**config.mk**
```make
export PLATFORM = sky130hd
export DESIGN_NAME = slew_corrector
export DESIGN_NICKNAME = d
export VERILOG_FILES = /design/src/rtl/slew_pkg.sv /design/src/rtl/slew_ctrl.sv /design/src/rtl/slew_datapath.sv /design/src/rtl/slew_corrector.sv
export SDC_FILE = /design/constraint.sdc
export NUM_CORES = 2
export LEC_CHECK = 0
export BUFFER_PORTS_ARGS = -buffer_cell sky130_fd_sc_hd__buf_4
export CAP_MARGIN = 15
export CORE_AREA = 8 8 336 665
export DETAILED_ROUTE_END_ITERATION = 12
export DIE_AREA = 0 0 344 673
export PLACE_DENSITY = 0.76
export SYNTH_ARGS = -nofsm -noshare
export SYNTH_HDL_FRONTEND = slang
export SYNTH_SLANG_ARGS = --single-unit
export TNS_END_PERCENT = 30
```
**constraint.sdc**
```tcl
create_clock -name clk -period 12.95 [get_ports clk]
set_clock_uncertainty 0.2 [all_clocks]
set_input_delay 1.295 -clock clk [delete_from_list [all_inputs] [get_ports clk]]
set_output_delay 1.295 -clock clk [all_outputs]
set_load 0.02 [all_outputs]
```
**src/rtl/slew_pkg.sv**
```systemverilog
package slew_pkg;
  localparam int CHAN_W     = 5;
  localparam int ADC_W      = 12;
  localparam int TAC_W      = 12;
  localparam int OFS_W      = 9;
  localparam int NUM_BINS   = 8;
  localparam int TIMING_BIT = 2;
  localparam int BIN_W      = $clog2(NUM_BINS);
  localparam int SLOT_W     = CHAN_W - 1;
  localparam int NUM_SLOTS  = 2 ** SLOT_W;
  localparam int CFG_W      = (ADC_W > OFS_W) ? ADC_W : OFS_W;
  localparam int SUM_W      = TAC_W + 2;

  typedef struct packed {
    logic              wrLimit;
    logic              wrOffset;
    logic [SLOT_W-1:0] wrSlot;
    logic [BIN_W-1:0]  wrBin;
    logic              capture;
    logic              correct;
    logic [SLOT_W-1:0] rdSlot;
  } ctrlStrobes_t;

  function automatic logic isTiming(input logic [CHAN_W-1:0] ch);
    return ch[TIMING_BIT];
  endfunction

  function automatic logic [SLOT_W-1:0] slotOf(input logic [CHAN_W-1:0] ch);
    return {ch[CHAN_W-1:TIMING_BIT+1], ch[TIMING_BIT-1:0]};
  endfunction
endpackage

```
**src/rtl/slew_ctrl.sv**
```systemverilog
module slew_ctrl
  import slew_pkg::*;
(
  input  logic              cfgWe,
  input  logic [CHAN_W-1:0] cfgChan,
  input  logic [BIN_W-1:0]  cfgBin,
  input  logic              cfgRow,
  input  logic              inValid,
  input  logic [CHAN_W-1:0] inChan,
  output ctrlStrobes_t      strobes
);
  logic cfgHit;

  always_comb begin
    cfgHit           = cfgWe && isTiming(cfgChan);
    strobes.wrLimit  = cfgHit && !cfgRow;
    strobes.wrOffset = cfgHit && cfgRow;
    strobes.wrSlot   = slotOf(cfgChan);
    strobes.wrBin    = cfgBin;
    strobes.capture  = inValid;
    strobes.correct  = inValid && isTiming(inChan);
    strobes.rdSlot   = slotOf(inChan);
  end
endmodule

```
**src/rtl/slew_datapath.sv**
```systemverilog
module slew_datapath
  import slew_pkg::*;
(
  input  logic              clk,
  input  logic              rst_n,
  input  ctrlStrobes_t      strobes,
  input  logic [CFG_W-1:0]  cfgData,
  input  logic [CHAN_W-1:0] inChan,
  input  logic [ADC_W-1:0]  inAdc,
  input  logic [TAC_W-1:0]  inTac,
  output logic              outValid,
  output logic [CHAN_W-1:0] outChan,
  output logic [TAC_W-1:0]  outTac
);
  localparam logic signed [SUM_W-1:0] TAC_MAX = SUM_W'((2 ** TAC_W) - 1);

  logic [ADC_W-1:0] limitTab  [NUM_SLOTS][NUM_BINS];
  logic [OFS_W-1:0] offsetTab [NUM_SLOTS][NUM_BINS];

  for (genvar s = 0; s < NUM_SLOTS; s++) begin : g_slot
    for (genvar b = 0; b < NUM_BINS; b++) begin : g_bin
      logic hitHere;
      assign hitHere = (strobes.wrSlot == SLOT_W'(s)) && (strobes.wrBin == BIN_W'(b));

      always_ff @(posedge clk or negedge rst_n) begin
        if (!rst_n) begin
          limitTab[s][b]  <= '1;
          offsetTab[s][b] <= '0;
        end else begin
          if (strobes.wrLimit && hitHere)  limitTab[s][b]  <= cfgData[ADC_W-1:0];
          if (strobes.wrOffset && hitHere) offsetTab[s][b] <= cfgData[OFS_W-1:0];
        end
      end
    end
  end

  logic [NUM_BINS-1:0] geMask;
  logic [BIN_W-1:0]    selBin;
  logic                found;
  logic signed [SUM_W-1:0] sum;
  logic [TAC_W-1:0]    clamped;

  for (genvar b = 0; b < NUM_BINS; b++) begin : g_cmp
    assign geMask[b] = (limitTab[strobes.rdSlot][b] >= inAdc);
  end

  always_comb begin
    selBin = BIN_W'(NUM_BINS - 1);
    found  = 1'b0;
    for (int b = 0; b < NUM_BINS; b++) begin
      if (!found && geMask[b]) begin
        selBin = BIN_W'(b);
        found  = 1'b1;
      end
    end
  end

  always_comb begin
    sum = $signed({2'b00, inTac}) +
          {{(SUM_W-OFS_W){offsetTab[strobes.rdSlot][selBin][OFS_W-1]}},
           offsetTab[strobes.rdSlot][selBin]};
    if (sum < 0)             clamped = '0;
    else if (sum > TAC_MAX)  clamped = '1;
    else                     clamped = sum[TAC_W-1:0];
  end

  always_ff @(posedge clk or negedge rst_n) begin
    if (!rst_n) begin
      outValid <= 1'b0;
      outChan  <= '0;
      outTac   <= '0;
    end else begin
      outValid <= strobes.capture;
      if (strobes.capture) begin
        outChan <= inChan;
        outTac  <= strobes.correct ? clamped : inTac;
      end
    end
  end
endmodule

```
**src/rtl/slew_corrector.sv**
```systemverilog
module slew_corrector
  import slew_pkg::*;
(
  input  logic              clk,
  input  logic              rst_n,
  input  logic              cfgWe,
  input  logic [CHAN_W-1:0] cfgChan,
  input  logic [BIN_W-1:0]  cfgBin,
  input  logic              cfgRow,
  input  logic [CFG_W-1:0]  cfgData,
  input  logic              inValid,
  input  logic [CHAN_W-1:0] inChan,
  input  logic [ADC_W-1:0]  inAdc,
  input  logic [TAC_W-1:0]  inTac,
  output logic              outValid,
  output logic [CHAN_W-1:0] outChan,
  output logic [TAC_W-1:0]  outTac
);
  ctrlStrobes_t strobes;

  slew_ctrl u_ctrl (
    .cfgWe   (cfgWe),
    .cfgChan (cfgChan),
    .cfgBin  (cfgBin),
    .cfgRow  (cfgRow),
    .inValid (inValid),
    .inChan  (inChan),
    .strobes (strobes)
  );

  slew_datapath u_dp (
    .clk      (clk),
    .rst_n    (rst_n),
    .strobes  (strobes),
    .cfgData  (cfgData),
    .inChan   (inChan),
    .inAdc    (inAdc),
    .inTac    (inTac),
    .outValid (outValid),
    .outChan  (outChan),
    .outTac   (outTac)
  );
endmodule

```
==> impl_table.tex <==
\begin{tabular}{lr}
\hline
Metric & Value \\
\hline
\multicolumn{2}{l}{\textbf{Floorplan}} \\
\quad Height of the die & slightly below 700 um \\
\quad Floorplan row count & 241 \\
\quad Die area & about 230,000 um\^{}2 \\
\quad Initial cell density of the core & between 50\% and 60\% \\
\quad Number of top-level pins & 72 \\
\quad Placeable core region & around 210,000 um\^{}2 \\
\quad DIE WIDTH & roughly 340 um \\
\multicolumn{2}{l}{\textbf{Setup path}} \\
\quad Reg2Reg Depth & 23 \\
\quad Start of the worst register-to-register path & u\_dp.limitTab[38]\$\_DFFE\_PN1P\_ \\
\quad Dominant delay contributor by cell family on the critical path & compound AO/OA/AOI/OAI gates \\
\quad Critical path origin & inChan[0] \\
\quad Worst-path fanout max & 34 \\
\quad Register-to-register path setup slack & roughly 4.8 ns \\
\quad Crit path top cell by count & sky130\_fd\_sc\_hd\_\_o21ai\_0 \\
\quad Required time worst endpoint & around 14 ns \\
\quad Kind of start point of the critical path & input pin \\
\quad Crit path buffers/inverters & 3 \\
\quad Data arrival, critical path & around 9.9 ns \\
\quad Critical path start-end classification & in -> reg \\
\quad CP peak stage delay & approximately 0.8 ns \\
\quad Capture instance of the worst register-to-register path & u\_dp.outTac[11]\$\_DFFE\_PN0P\_ \\
\quad Crit path max-delay cell type & sky130\_fd\_sc\_hd\_\_o21a\_1 \\
\quad Kind of capture point of the worst setup path & flop \\
\multicolumn{2}{l}{\textbf{Yosys}} \\
\quad Synth Area in Simple Gates & under 10\% \\
\quad Ys Warns & 0 \\
\quad Most used DFF post-synth & sky130\_fd\_sc\_hd\_\_dfstp\_2 \\
\quad Compound-gate portion of the synthesized area & 1.06\% \\
\quad Arithmetic-cell share of the synthesized area counting full adders, half adders and majority gates & 1.08\% \\
\quad Share of synthesized area occupied by flip-flops and latches & between 50\% and 60\% \\
\quad Dominant combinational cell family by area after synthesis & multiplexers \\
\quad Cell count after synthesis & 7,202 \\
\quad Multiplexer share of the synthesized area & between 30\% and 40\% \\
\quad Count of flip-flops with a built-in enable after synthesis & 0 \\
\quad Mean post-synth cell area & 16.3 um\^{}2 \\
\quad Proportion of register bits with asynchronous set or reset after synthesis & between 90\% and 100\% \\
\quad Number of storage elements in the synthesis netlist & approximately 2,500 \\
\quad Unique cell type count in the Yosys netlist & 64 \\
\quad Syn\_nets & approximately 7,400 \\
\quad Cell area after technology mapping & $\sim$120,000 um\^{}2 \\
\quad Synth Area in XOR/XNOR & 0.0745\% \\
\multicolumn{2}{l}{\textbf{Clocking}} \\
\quad Largest buffer count on any clock path & 4 \\
\quad H-tree depth reported by CTS & 4 \\
\quad CTS-repair resized insts & 0 \\
\quad Post-CTS Hold Buffers & 0 \\
\quad Clock root buffer & sky130\_fd\_sc\_hd\_\_clkbuf\_16 \\
\quad TritonCTS clock tree & built \\
\quad Postcts setup bufs & 0 \\
\quad Worst-path clk slew & about 0.07 ns \\
\quad Sink Count & between 2,000 and 3,000 \\
\quad Cts bufs inserted & 225 \\
\quad Worst-skew pair later-pin latency & just under 0.9 ns \\
\multicolumn{2}{l}{\textbf{Pwr}} \\
\quad Largest vdd supply drop & between 0.0001 and 0.00015 V \\
\quad Total Power & 16.3 mW \\
\quad Lkg Pwr & roughly 56 nW \\
\quad Pwr per Cell Area & between 100 and 150 nW/um\^{}2 \\
\multicolumn{2}{l}{\textbf{Global routing}} \\
\quad Grt peak-use layer & met2 \\
\quad Global-route wire length before repair & around 440,000 um \\
\quad GR Util met3 & under 10\% \\
\quad Pin count of the biggest net entering global routing & 174 \\
\quad Antenna violations before repair & 8 \\
\quad Via count of the first global-routing pass & slightly below 70,000 \\
\quad Met2 Use GR & 39.7\% \\
\quad Combined global-route utilization of all metal layers & about a quarter \\
\quad Remaining Overflow, GRT & 0 \\
\quad Global Route met1 Usage & 35.4\% \\
\multicolumn{2}{l}{\textbf{Flow run}} \\
\quad MaxCap Viol Count & 0 \\
\multicolumn{2}{l}{\textbf{Detailed routing}} \\
\quad Total vias in the final route & around 64,000 \\
\quad Total Routed Length & around 290,000 um \\
\quad Routed wire length per instance & $\sim$29 um \\
\quad Initial DRC count & $\sim$5,000 \\
\quad First-pass iteration count of the detailed router & 5 \\
\quad Number of DRC violations after detailed routing & 0 \\
\quad Avg Vias per Cell & approximately 6.4 \\
\quad Post-route antenna net violation count & 0 \\
\multicolumn{2}{l}{\textbf{Placed design}} \\
\quad Detail Placement HPWL & 175,000 um \\
\quad Number of buffers added on ports & just over 70 \\
\quad Routability cong. & 0.805 \\
\quad Worst slack at placement & 2.78 ns \\
\quad Total placed cells including tap cells & roughly 9,600 \\
\multicolumn{2}{l}{\textbf{Run status}} \\
\quad Status & finished, final reports clean \\
\multicolumn{2}{l}{\textbf{STA}} \\
\quad Final clock period utilization by the worst path & between 70\% and 80\% \\
\quad Worst Setup Slack, final & 3.64 ns \\
\quad Tmin final & approximately 9.3 ns \\
\quad Final Hold Vio Count & 0 \\
\quad Number of failing setup endpoints in the final timing report & 0 \\
\quad Max Freq & between 0.1 and 0.15 GHz \\
\quad Setup repair after global routing missed its margin & false \\
\quad Max-slew violation total from the final report & 0 \\
\quad Aggregate negative setup slack & 0 ns \\
\quad Actual transition at the worst max-transition pin & between 1 and 1.5 ns \\
\quad Relative slew slack & around 15\% \\
\multicolumn{2}{l}{\textbf{Finish}} \\
\quad Number of non-filler instances in the completed layout & approximately 10,000 \\
\quad Fraction of layout instances using a drive strength above 1 & 72.9\% \\
\quad Core utilization of the finished layout & roughly three fifths \\
\quad Final \#Nets & slightly above 7,000 \\
\quad Area grow syn2layout & 8.94\% \\
\quad Filler cells & 15,855 \\
\multicolumn{2}{l}{\textbf{Hold path}} \\
\quad Worst hold path class & in -> async \\
\hline
\end{tabular}
-- how the worst max path moves through the flow --
stage | end | slack [ns] | cells past startpoint
after global placement | u_dp.outTac[0]$_DFFE_PN0P_ | 2.95 | 25
after detailed placement | u_dp.outTac[11]$_DFFE_PN0P_ | 2.78 | 27
after floorplan | u_dp.outTac[1]$_DFFE_PN0P_ | 4.01 | 36
after CTS | u_dp.outTac[11]$_DFFE_PN0P_ | 3.67 | 27
final | u_dp.outTac[11]$_DFFE_PN0P_ | 3.64 | 26
after global routing | u_dp.outTac[11]$_DFFE_PN0P_ | 3.22 | 25
-- flip-flops by register name (all words and copies together), names as in the netlist --
register,flops
u_dp.limitTab,1344
u_dp.offsetTab,1152
u_dp.outTac,12
u_dp.outChan,5
u_dp.outValid,1
-- stage by stage --
| step | cell area [um^2] | hold WS [ns] |
|---|---|---|
| detailed placement | 121000 | 0.287 |
| global route | 128000 | 0.205 |
| finish | 128000 | 0.164 |
| CTS | 128000 | 0.185 |
| global placement | 121000 | 0.282 |
| floorplan | 118000 | 0.272 |
-- layout by cell type, fill, tap and decap left out, types with 5 or more instances in the layout --
cell type / count
sky130_fd_sc_hd__o21ai_0: 34
sky130_fd_sc_hd__mux2i_1: 35
sky130_fd_sc_hd__mux2_2: 2507
sky130_fd_sc_hd__xnor2_1: 6
sky130_fd_sc_hd__nor3_2: 8
sky130_fd_sc_hd__a211oi_1: 23
sky130_fd_sc_hd__nand4_1: 8
sky130_fd_sc_hd__dfstp_2: 1344
sky130_fd_sc_hd__nor2_1: 169
sky130_fd_sc_hd__clkbuf_8: 54
sky130_fd_sc_hd__mux4_2: 763
sky130_fd_sc_hd__nand3_1: 12
sky130_fd_sc_hd__clkinv_2: 47
sky130_fd_sc_hd__nand2_1: 146
sky130_fd_sc_hd__inv_1: 23
sky130_fd_sc_hd__nor2_2: 13
sky130_fd_sc_hd__a21o_1: 19
sky130_fd_sc_hd__nor2b_1: 40
sky130_fd_sc_hd__clkinvlp_4: 6
sky130_fd_sc_hd__clkbuf_1: 43
sky130_fd_sc_hd__a21oi_1: 51
sky130_fd_sc_hd__nand2b_1: 11
sky130_fd_sc_hd__nor3_1: 5
sky130_fd_sc_hd__buf_4: 197
sky130_fd_sc_hd__ha_1: 100
sky130_fd_sc_hd__dfrtp_1: 1170
sky130_fd_sc_hd__bufinv_16: 19
sky130_fd_sc_hd__clkbuf_16: 229
sky130_fd_sc_hd__o22a_1: 6
sky130_fd_sc_hd__buf_12: 18
sky130_fd_sc_hd__a2bb2oi_2: 10
-- power by group --
part	switching (mW)	internal, mW	total [mW]
clock	2.95	3.87	6.82
sequential	0.109	8.17	8.28
combinational	0.728	0.493	1.22
total	3.79	12.5	16.3
-- kinds of logic after synthesis --
family,after synthesis
compound gates,179
xor+xnor,10
fa+ha+maj,101
buf+inv,660
flops,2514
mux,3309
simple gates,429
-- routing by layer --
layer / wire (um) / vias to the layer above
li1: - / 26476
met1: 122000 / 35219
met2: 139000 / 1706
met3: 15700 / 505
met4: 10600 / 8
met5: 49 / -
-- synth_stat cells, types with 21 or more instances --
library cell / instances / area [um^2]
sky130_fd_sc_hd__ha_1: 100 / 1250
sky130_fd_sc_hd__nor2b_1: 40 / 250
sky130_fd_sc_hd__clkbuf_1: 520 / 1950
sky130_fd_sc_hd__a21oi_1: 51 / 255
sky130_fd_sc_hd__o21ai_0: 34 / 170
sky130_fd_sc_hd__mux4_2: 763 / 17200
sky130_fd_sc_hd__mux2_2: 2507 / 28200
sky130_fd_sc_hd__nand2_1: 146 / 548
sky130_fd_sc_hd__nor2_1: 181 / 679
sky130_fd_sc_hd__dfrtp_1: 1170 / 29300
sky130_fd_sc_hd__a211oi_1: 23 / 173
sky130_fd_sc_hd__buf_1: 21 / 78.8
sky130_fd_sc_hd__mux2i_1: 35 / 350
sky130_fd_sc_hd__inv_1: 23 / 86.3
sky130_fd_sc_hd__dfstp_2: 1344 / 35300
sky130_fd_sc_hd__buf_2: 79 / 395
-- area by class of cell --
class | count | area [um^2] | share of cell area, %
Clock inverter | 81 | 922 | 0.720
Tap cell | 2794 | 3500 | 2.73
Antenna cell | 2 | 5.00 | 0.00391
Timing Repair Buffer | 230 | 2060 | 1.61
Sequential cell | 2514 | 64600 | 50.4
Clock buffer | 317 | 6510 | 5.08
Multi-Input combinational cell | 4028 | 50400 | 39.4
Inverter | 23 | 86.3 | 0.0674
Power figures use the tool's default switching activity.
